===== src/rtl/hb_pkg.sv =====
package hb_pkg;
  typedef enum logic [2:0] {
    OP_IDLE,
    OP_WR_LO,
    OP_WR_HI,
    OP_RD_LO,
    OP_RD_HI,
    OP_BAD_WR,
    OP_BAD_RD
  } hb_op_e;
endpackage


===== src/rtl/hb_decode.sv =====
module hb_decode
  import hb_pkg::*;
#(
  parameter int AW = 8
) (
  input  logic          req_i,
  input  logic          we_i,
  input  logic          byte_i,
  input  logic [AW-1:0] addr_i,
  output hb_op_e        op_o,
  output logic [AW-1:0] word_addr_o
);
  logic hi_sel;
  assign hi_sel = addr_i[1];

  always_comb begin
    op_o = OP_IDLE;
    if (req_i) begin
      if (byte_i)      op_o = we_i ? OP_BAD_WR : OP_BAD_RD;
      else if (we_i)   op_o = hi_sel ? OP_WR_HI : OP_WR_LO;
      else             op_o = hi_sel ? OP_RD_HI : OP_RD_LO;
    end
  end

  always_comb begin
    word_addr_o    = addr_i;
    word_addr_o[1] = 1'b0;
  end
endmodule


===== src/rtl/hb_wr_hold.sv =====
module hb_wr_hold
  import hb_pkg::*;
#(
  parameter int HW = 16,
  localparam int WW = 2 * HW
) (
  input  logic          clk_i,
  input  logic          rst_ni,
  input  hb_op_e        op_i,
  input  logic [HW-1:0] wdata_i,
  output logic          we_o,
  output logic [WW-1:0] wdata_o
);
  logic [HW-1:0] hold_q;

  always_ff @(posedge clk_i or negedge rst_ni) begin
    if (!rst_ni)                hold_q <= '0;
    else if (op_i == OP_WR_LO)  hold_q <= wdata_i;
  end

  assign we_o    = (op_i == OP_WR_HI);
  assign wdata_o = {wdata_i, hold_q};
endmodule


===== src/rtl/hb_rd_resp.sv =====
module hb_rd_resp
  import hb_pkg::*;
#(
  parameter int HW = 16,
  localparam int WW = 2 * HW
) (
  input  logic          clk_i,
  input  logic          rst_ni,
  input  hb_op_e        op_i,
  input  logic [WW-1:0] reg_rdata_i,
  output logic          re_o,
  output logic [HW-1:0] rdata_o,
  output logic          rvalid_o,
  output logic          err_o
);
  logic [HW-1:0] upper_q;
  logic [HW-1:0] rdata_q;
  logic          rvalid_q;
  logic          err_q;
  logic [HW-1:0] rdata_d;

  assign re_o = (op_i == OP_RD_LO);

  always_comb begin
    unique case (op_i)
      OP_RD_LO: rdata_d = reg_rdata_i[HW-1:0];
      OP_RD_HI: rdata_d = upper_q;
      default:  rdata_d = '0;
    endcase
  end

  always_ff @(posedge clk_i or negedge rst_ni) begin
    if (!rst_ni) begin
      upper_q  <= '0;
      rdata_q  <= '0;
      rvalid_q <= 1'b0;
      err_q    <= 1'b0;
    end else begin
      if (op_i == OP_RD_LO) upper_q <= reg_rdata_i[WW-1:HW];
      rdata_q  <= rdata_d;
      rvalid_q <= (op_i == OP_RD_LO) || (op_i == OP_RD_HI) || (op_i == OP_BAD_RD);
      err_q    <= (op_i == OP_BAD_RD) || (op_i == OP_BAD_WR);
    end
  end

  assign rdata_o  = rdata_q;
  assign rvalid_o = rvalid_q;
  assign err_o    = err_q;
endmodule


===== src/rtl/hb_top.sv =====
module hb_top
  import hb_pkg::*;
#(
  parameter int AW = 8,
  parameter int HW = 16,
  localparam int WW = 2 * HW
) (
  input  logic          clk_i,
  input  logic          rst_ni,
  input  logic          hw_req_i,
  input  logic          hw_we_i,
  input  logic          hw_byte_i,
  input  logic [AW-1:0] hw_addr_i,
  input  logic [HW-1:0] hw_wdata_i,
  output logic [HW-1:0] hw_rdata_o,
  output logic          hw_rvalid_o,
  output logic          hw_err_o,
  output logic          reg_re_o,
  output logic          reg_we_o,
  output logic [AW-1:0] reg_addr_o,
  output logic [WW-1:0] reg_wdata_o,
  input  logic [WW-1:0] reg_rdata_i
);
  hb_op_e op;

  hb_decode #(.AW(AW)) u_decode (
    .req_i      (hw_req_i),
    .we_i       (hw_we_i),
    .byte_i     (hw_byte_i),
    .addr_i     (hw_addr_i),
    .op_o       (op),
    .word_addr_o(reg_addr_o)
  );

  hb_wr_hold #(.HW(HW)) u_wr_hold (
    .clk_i  (clk_i),
    .rst_ni (rst_ni),
    .op_i   (op),
    .wdata_i(hw_wdata_i),
    .we_o   (reg_we_o),
    .wdata_o(reg_wdata_o)
  );

  hb_rd_resp #(.HW(HW)) u_rd_resp (
    .clk_i      (clk_i),
    .rst_ni     (rst_ni),
    .op_i       (op),
    .reg_rdata_i(reg_rdata_i),
    .re_o       (reg_re_o),
    .rdata_o    (hw_rdata_o),
    .rvalid_o   (hw_rvalid_o),
    .err_o      (hw_err_o)
  );
endmodule


===== config.mk =====
export PLATFORM = sky130hd
export DESIGN_NAME = hb_top
export DESIGN_NICKNAME = d
export VERILOG_FILES = /design/src/rtl/hb_pkg.sv /design/src/rtl/hb_decode.sv /design/src/rtl/hb_wr_hold.sv /design/src/rtl/hb_rd_resp.sv /design/src/rtl/hb_top.sv
export SDC_FILE = /design/constraint.sdc
export NUM_CORES = 1
export LEC_CHECK = 0
export ABC_AREA = 1
export BUFFER_PORTS_ARGS = -buffer_cell sky130_fd_sc_hd__buf_2
export CAP_MARGIN = 25
export CORE_MARGIN = 8
export CORE_UTILIZATION = 40
export DETAILED_ROUTE_END_ITERATION = 10
export PLACE_DENSITY = 0.68
export RECOVER_POWER = 50
export SLEW_MARGIN = 10
export SYNTH_ARGS = -nofsm -noshare
export SYNTH_HDL_FRONTEND = slang
export SYNTH_SLANG_ARGS = --single-unit

===== constraint.sdc =====
create_clock -name clk_i -period 2.6 [get_ports clk_i]
set_input_delay 0.52 -clock clk_i [delete_from_list [all_inputs] [get_ports clk_i]]
set_output_delay 0.52 -clock clk_i [all_outputs]
set_load 0.02 [all_outputs]

* Yosys cells after proc, flatten, opt, wreduce, memory -nomap -nowiden
Index checks and enable logic that the tools add are counted.
** Cells by class
- $add $sub $neg :: 0
- $mul :: 0
- Div/mod/pow operators :: 0
- $lt $le $gt $ge :: 0
- Eq/ne operators :: 6
- Shifts and indexed selects :: 0
- Multiplexer cells :: 7
- Bitwise operators :: 0
- Reductions and logical operators :: 3
** Operators by type and width (count)
- $pmux 16 s2 :: 1
- $mux 3 :: 4
- $eq 3x3->1 const B :: 3
- $eq 3x2->1 const B :: 2
- $mux 2 :: 2
- $eq 3x1->1 const B :: 1
- $logic_or 1x1->1 :: 3
** Word-level totals
- Bits in registers :: 50
- Latch bits :: 0
- Bits in writable memories :: 0
- Memory bits (read-only) :: 0
- Input port bits :: 61
- Word-level logic and storage cells :: 21
- Memories :: 0

* Logic depth before layout (Yosys ltp)
Gate-level depths: netlist (run 1).
- Depth after elaboration :: 7
- Depth in mapped cells :: 9
- Depth with buffers taken out :: 8

* Cells and area by module
From an unflattened synthesis (run 1), not the netlist that was laid out.
** Second synthesis, totals
- Cells, all modules :: 264
- Area, all modules :: 2429.8 sq um
** By module, submodules not included
- hb_rd_resp :: times used 1, cells each 153, area each 1487.7 sq um, sequential area each 850.8 sq um
- hb_wr_hold :: times used 1, cells each 89, area each 817.0 sq um, sequential area each 400.4 sq um
- hb_decode :: times used 1, cells each 22, area each 125.1 sq um, sequential area each 0.0 sq um

* Worst setup path after synthesis (run 1)
No wires, ideal clock.
- Kind :: in2out
- Start :: input port hw_we_i
- End :: output port reg_we_o
- Arrival :: 1.665 ns
- Slack :: 0.415 ns
- Stages on the path :: 7
- Path buffers :: 1
- Cell sequence :: inv_1 ha_1 nor2_8 nor2_4 buf_2 nand2_1 nor2_1
** Between the ends
- Word-level cells in the longest chain between the ends :: 4
** RTL lines
- start, declared :: line hb_top.sv:11 : input logic hw_we_i,
- $mux 3 or $mux 2 (tied branches) :: line hb_decode.sv:20, hb_decode.sv:19
- $mux 3 (*) :: line hb_decode.sv:19 : if (byte_i) op_o = we_i ? OP_BAD_WR : OP_BAD_RD;
- $mux 3 (*) :: line hb_decode.sv:18 : if (req_i) begin
- $eq 3x2->1 (*) :: line hb_wr_hold.sv:21 : assign we_o = (op_i == OP_WR_HI);
- end, declared :: line hb_top.sv:19 : output logic reg_we_o,
Mark *: on every way between the ends. The rest lies on a longest branch, timed or not.

* Worst setup path after layout (run 1)
Ends and elaborated chain as after synthesis.

==> summary.md, run 1 <==
| Metric | Value |
|---|---|
| Status | `finished clean` |
| Via count | `roughly 2,100` |
| Clock buffer depth | `2` |
| Die H | `93.8 microns` |
| Post-cts sizing count | `0` |
| # nets final | `405` |
| Max-cap violations | `0` |
| CTS sink cnt | `50` |
| Hold Crit Class | `input port to asynchronous set/reset pin` |
| Die W | `93.8 microns` |
| Placement Cell Area | `2820 sq um` |
| DRT iter0 DRCs | `93` |
| Synth unique cells | `21` |
| RSZ-0062 raised after global routing | `false` |
| Largest net degree at the start of global routing | `35` |
| Endpoints failing setup | `0` |
| Num CTS Buffers | `5` |
| DR pass1 iterations | `4` |
| R2R cell count | `2` |
| IO Count | `roughly 120` |
| Total Power | `1.91 mW` |
| H-tree depth | `2` |
| Post-Syn Instances | `263` |
| Initial Utilization | `roughly 40%` |
| Drt drc | `0` |
| Worst setup SP type | `input port` |
| Net Count, Synth | `~330` |
| Rows | `28` |
| Vias per inst | `between 4 and 5` |
| Routability congestion estimate | `0.787` |
| Worst setup endpoint | `reg_we_o` |
| Crit path arrival time | `~1800 ps` |
| Worst-path clk slew | `~90 ps` |
| Total grt overflow | `0` |
| Synthesized area per cell | `9.21 sq um` |
| First-pass GRT wire length | `10.1 mm` |
| Critical Path RT | `around 2100 ps` |
| R2r endpoint | `u_rd_resp.rdata_o[6]` |
| Clk_skew | `between 6 and 7 ps` |
| Fmax | `about 430 MHz` |
| Initial antenna violation count | `0` |
| Final Non-Filler Cells | `419` |
| Post-DR wirelength/cell | `15.1 microns` |
| Setup crit start | `hw_we_i` |
| Inst Count DP | `411` |
| Fillers | `597` |
| CTS tree | `built` |
| Final core utilization | `approximately half` |
| Slew @ Worst Pin | `1040 ps` |
| Post-DP HPWL | `4.84 mm` |
| Vias in the first global route | `2,050` |
| CP Max Fanout | `18` |
| Critical Path End Type | `output pin` |
| Sum Neg Setup Slack | `0 ps` |
| LEAKAGE | `1.63 nW` |
| Layout cells sized above 1 | `a little under a third` |
| Clock Latency Late Sink | `310 ps` |
| Post-route antenna net violation count | `0` |
| R2R Setup Slk | `1900 ps` |
| Critical path type | `input port to output pin` |
| Final period util | `89.8%` |
| Tot GR Track Use | `14.5%` |
| Yosys reg bits | `50` |
| IO buf count | `approximately 110` |
| Drt total wl | `roughly 6.3 mm` |
| Design Area, Final | `2880 sq um` |
| Relative slew margins | `30.9%` |
| Post-CTS Setup Inserts | `0` |
| Worst VDD drop | `approximately 0.27 mV` |
| Final min period | `about 2300 ps` |
| Post-CTS Hold Buffers | `0` |
| Area Overhead vs Synth | `19.1%` |
| Slew Viols, Final | `0` |
| Core box area | `5890 sq um` |
| Post-Syn Area | `2420 sq um` |
| Yosys warns | `0` |
| FF-to-FF Start | `u_rd_resp.upper_q[6]` |
| Fin. Hold Viols | `0` |
| N_diodes | `0` |
| Root buffer cell | `clkbuf_8` |
| Seq/Total Area, Yosys | `51.7%` |
| Die area | `8800 sq um` |
| P per Cell Area | `661 nW/um^2` |
worst min-delay path by stage:
stage	start	endpoint	slack [ps]
floorplan	rst_ni	u_rd_resp.err_o	220
global route	hw_wdata_i[2]	u_wr_hold.hold_q[2]	450
finish	rst_ni	u_rd_resp.upper_q[12]	370
CTS	rst_ni	u_rd_resp.upper_q[12]	160
global placement	u_wr_hold.hold_q[0]	u_wr_hold.hold_q[0]	450
detailed placement	u_wr_hold.hold_q[2]	u_wr_hold.hold_q[2]	450
layout by cell type (no fill, tap or decap), drive strengths merged:
master / Yosys / final
buf: 41 / 90
clkbuf: 0 / 31
clkinv: 0 / 1
conb: 1 / 1
dfrtp: 50 / 50
ha: 1 / 1
inv: 5 / 5
nand2: 88 / 88
nand3: 17 / 17
nand4: 48 / 48
nor2: 9 / 9
nor3: 1 / 1
o21ai: 2 / 2
per-layer routing:
| metal | share of wire, % | vias to the layer above | global-route usage (%) |
|---|---|---|---|
| met5 | 0 | - | 0 |
| met4 | 2.1 | 0 | 6.47 |
| met3 | 7.5 | 9 | 4.80 |
| met2 | 49 | 59 | 23.8 |
| met1 | 41 | 985 | 16.7 |
| li1 | - | 1028 | - |
stage by stage:
step / hold slack (ps) / setup slack, ps
finish: 366 / 266
detailed placement: 453 / 247
global route: 447 / 205
CTS: 163 / 246
floorplan: 224 / 415
global placement: 450 / 295
power breakdown:
| group | switching [mW] | internal, mW | total [mW] |
|---|---|---|---|
| Sequential | 0.0647 | 0.904 | 0.969 |
| Combinational | 0.316 | 0.154 | 0.470 |
| Clock | 0.251 | 0.215 | 0.466 |
worst max-delay path, cell delays in order:
cell,delay [ps]
buf_2,110
inv_1,60
ha_1,260
nor2_4,50
nor2_2,500
nor2_1,120
buf_2,190
kinds of logic after synthesis:
group	synth area share [%]
and+or+nand+nor	34.3
other	0.155
buffers and inverters	12.5
AOI/OAI and AO/OA	0.879
adders and majority gates	0.517
DFF	51.7
Yosys cell counts (all sizes together):
cell | n | area [sq um]
nor2 | 9 | 67.6
dfrtp | 50 | 1250
nor3 | 1 | 16.3
nand3 | 17 | 97.6
ha | 1 | 12.5
nand2 | 88 | 348
nand4 | 48 | 300
conb | 1 | 3.75
o21ai | 2 | 21.3
inv | 5 | 18.8
buf | 41 | 284
flip-flops by register name, summed over array words and instances, names as in the netlist:
register	count
u_rd_resp.rdata_o	16
u_rd_resp.rvalid_o	1
u_rd_resp.upper_q	16
u_wr_hold.hold_q	16
u_rd_resp.err_o	1
cell type report:
| type | instances | area (sq um) | area share, % |
|---|---|---|---|
| Clock buffer | 7 | 86.3 | 2.99 |
| Clock inverter | 1 | 5.00 | 0.174 |
| Inverter | 5 | 18.8 | 0.651 |
| Multi-Input combinational cell | 167 | 867 | 30.1 |
| Sequential cell | 50 | 1250 | 43.4 |
| Tap cell | 75 | 93.8 | 3.25 |
| Timing Repair Buffer | 114 | 562 | 19.5 |
Note: power is estimated with default switching activity, not from simulation.
==> run 2, diff against run 1 <==
--- a/config.mk
+++ b/config.mk
@@ -13,7 +13,9 @@
 export DETAILED_ROUTE_END_ITERATION = 10
 export PLACE_DENSITY = 0.68
 export RECOVER_POWER = 50
+export REMOVE_ABC_BUFFERS = 1
 export SLEW_MARGIN = 10
 export SYNTH_ARGS = -nofsm -noshare
 export SYNTH_HDL_FRONTEND = slang
 export SYNTH_SLANG_ARGS = --single-unit
+export TNS_END_PERCENT = 100
==> constraint.sdc (replaced) <==
create_clock -name clk_i -period 2.6 [get_ports clk_i]
set_input_delay 0.13 -clock clk_i [delete_from_list [all_inputs] [get_ports clk_i]]
set_output_delay 0.13 -clock clk_i [all_outputs]
set_load 0.02 [all_outputs]
==> summary.md, run 2 (synthesis results as in run 1) <==
| Metric | Value |
|---|---|
| Status | `finished clean` |
| Relative slew margins | `41.9% (+11 points)` |
| H-tree depth | `2 (unchanged)` |
| Total Power | `1.94 mW (+1.7%)` |
| M1 GR Usage | `16.6% (-0.065 points)` |
| Fillers | `615 (+3.0%)` |
| Fin. Hold Viols | `0 (unchanged)` |
| DR pass1 iterations | `4 (unchanged)` |
| Worst setup SP type | `input port` |
| CTS tree | `built` |
| Sum Neg Setup Slack | `0 ps (unchanged)` |
| RSZ-0062 raised after global routing | `false` |
| Num CTS Buffers | `5 (unchanged)` |
| Critical path's slowest cell | `o21ai_4` |
| LEAKAGE | `1.61 nW (-1.0%)` |
| Die H | `93.8 microns (unchanged)` |
| Worst-path clk slew | `80 ps (about the same)` |
| Clock Latency Late Sink | `290 ps (-20 ps)` |
| Slew Viols, Final | `0 (unchanged)` |
| Rows | `28 (unchanged)` |
| IO Count | `121 (unchanged)` |
| Root buffer cell | `clkbuf_8` |
| N_diodes | `0 (unchanged)` |
| Fmax | `553 MHz (+29%)` |
| Critical Path RT | `2470 ps (+390 ps)` |
| Initial Utilization | `41.1% (unchanged)` |
| Final min period | `1810 ps (-524 ps)` |
| Worst VDD drop | `0.292 mV (+8.3%)` |
| First-pass GRT wire length | `9.92 mm (-1.8%)` |
| Hold Crit Class | `input port to flop` |
| Post-route antenna net violation count | `0 (unchanged)` |
| Met2 global-route usage | `22.1% (-1.8 points)` |
| Most common cell after layout, fill and taps aside | `nand2_1` |
| Crit-path leading delay family | `compound AO/OA/AOI/OAI gates` |
| Drt total wl | `6.27 mm (-1.0%)` |
| Total grt overflow | `0 (unchanged)` |
| Final period util | `69.6% (-20 points)` |
| Final core utilization | `48.7% (-0.28 points)` |
| FF+latch area | `1250 sq um (unchanged)` |
| # nets final | `400 (-1.2%)` |
| P per Cell Area | `676 nW/um^2 (+2.3%)` |
| Inst Count DP | `405 (-1.5%)` |
| CP bufs+invs | `3 (unchanged)` |
| Crit path arrival time | `1680 ps (-130 ps)` |
| Final Non-Filler Cells | `414 (-1.2%)` |
| Area Overhead vs Synth | `18.4%` |
| Die W | `93.8 microns (unchanged)` |
| Endpoints failing setup | `0 (unchanged)` |
| Clock buffer depth | `2 (unchanged)` |
| Crit-path max cell delay | `720 ps (+220 ps)` |
| Routability congestion estimate | `0.826 (+5.0%)` |
| M3 GR Usage | `6.79% (+2.0 points)` |
| GR peak layer | `met2` |
| Critical path type | `input port to output pin` |
| Drt drc | `0 (unchanged)` |
| Max-cap violations | `0 (unchanged)` |
| Largest net degree at the start of global routing | `37 (+5.7%)` |
| Post-DP HPWL | `4.70 mm (-3.0%)` |
| Post-DR wirelength/cell | `15.2 microns (+0.15%)` |
| Slew @ Worst Pin | `872 ps (-164 ps)` |
| Cell mode on critical path | `buf_2` |
| Die area | `8800 sq um (unchanged)` |
| CTS sink cnt | `50 (unchanged)` |
| Multi-input gate area in the final layout | `867 sq um (unchanged)` |
| Initial antenna violation count | `0 (unchanged)` |
| Core box area | `5890 sq um (unchanged)` |
| CP cell instances | `buf_2 > o21ai_4 > nand3_4 > inv_1 > buf_2` |
| Clk_skew | `4.84 ps (-1.42 ps)` |
| Layout cells sized above 1 | `30.4% (-1.0 points)` |
| IO buf count | `105 (unchanged)` |
| DRT iter0 DRCs | `122 (+31%)` |
| Via count | `2,053 (-1.3%)` |
| Vias per inst | `4.96 (-0.15%)` |
| Critical Path End Type | `output pin` |
| Most frequent cells in the layout | `85 x nand2_1, 82 x buf_2, 50 x dfrtp_1` |
| CP Max Fanout | `35 (+17)` |
| Vias in the first global route | `2,045 (-0.24%)` |
| Tot GR Track Use | `13.9% (-0.52 points)` |
==> run 2: cell count changes in the layout (fill, tap and decap cells not counted), sizes merged <==
cell         delta
clkbuf          +1
buf             -6
dlygate4sd3     +1
clkinv          -1
==> run 2: stage by stage <==
step	setup slack (ps)	cell area, sq um	hold WS (ps)
global placement	817	2770	260
global route	421	2870	66.2
floorplan	976	2140	-166
finish	790	2870	79.3
detailed placement	798	2790	66.5
CTS	794	2910	67.0
==> run 2: final cells by class <==
type	count	area share, %
Timing Repair Buffer	109	18.4
Inverter	5	0.654
Multi-Input combinational cell	167	30.2
Tap cell	75	3.27
Sequential cell	50	43.6
Clock buffer	8	3.84
==> run 2: worst register-to-register path, delay by kind of cell (launching register included) <==
family,cells,cell delay [ps]
and+or+nand+nor,2,180
DFF,1,390
==> run 2: metal layers <==
metal	vias to the layer above	share of wire (%)
met3	5	12
met4	0	0.81
met2	105	44
li1	1019	-
met5	-	0
met1	924	43
==> run 2: timing repair <==
| item | CTS | global route |
|---|---|---|
| hold buffers | 1 | 0 |
| setup buffers | 0 | 0 |
| endpoints found under the hold margin | 14 | 0 |
| gates resized for setup | 0 | 0 |
==> run 2: where the power goes <==
part           total, mW  switching, mW  internal (mW)
clock              0.508          0.239          0.269
combinational      0.467          0.319          0.148
sequential         0.963         0.0588          0.904
==> run 2: worst paths after layout <==
check	startpoint	endpoint	slack, ps	cells after the start
min in group asynchronous	rst_ni	u_rd_resp.rdata_o[5]	460	2
min	hw_wdata_i[13]	u_wr_hold.hold_q[13]	80	3
max in group asynchronous	rst_ni	u_rd_resp.rdata_o[8]	810	3
max	hw_byte_i	reg_re_o	790	5
max reg2reg	u_rd_resp.upper_q[5]	u_rd_resp.rdata_o[5]	1920	2
min reg2reg	u_wr_hold.hold_q[1]	u_wr_hold.hold_q[1]	470	2
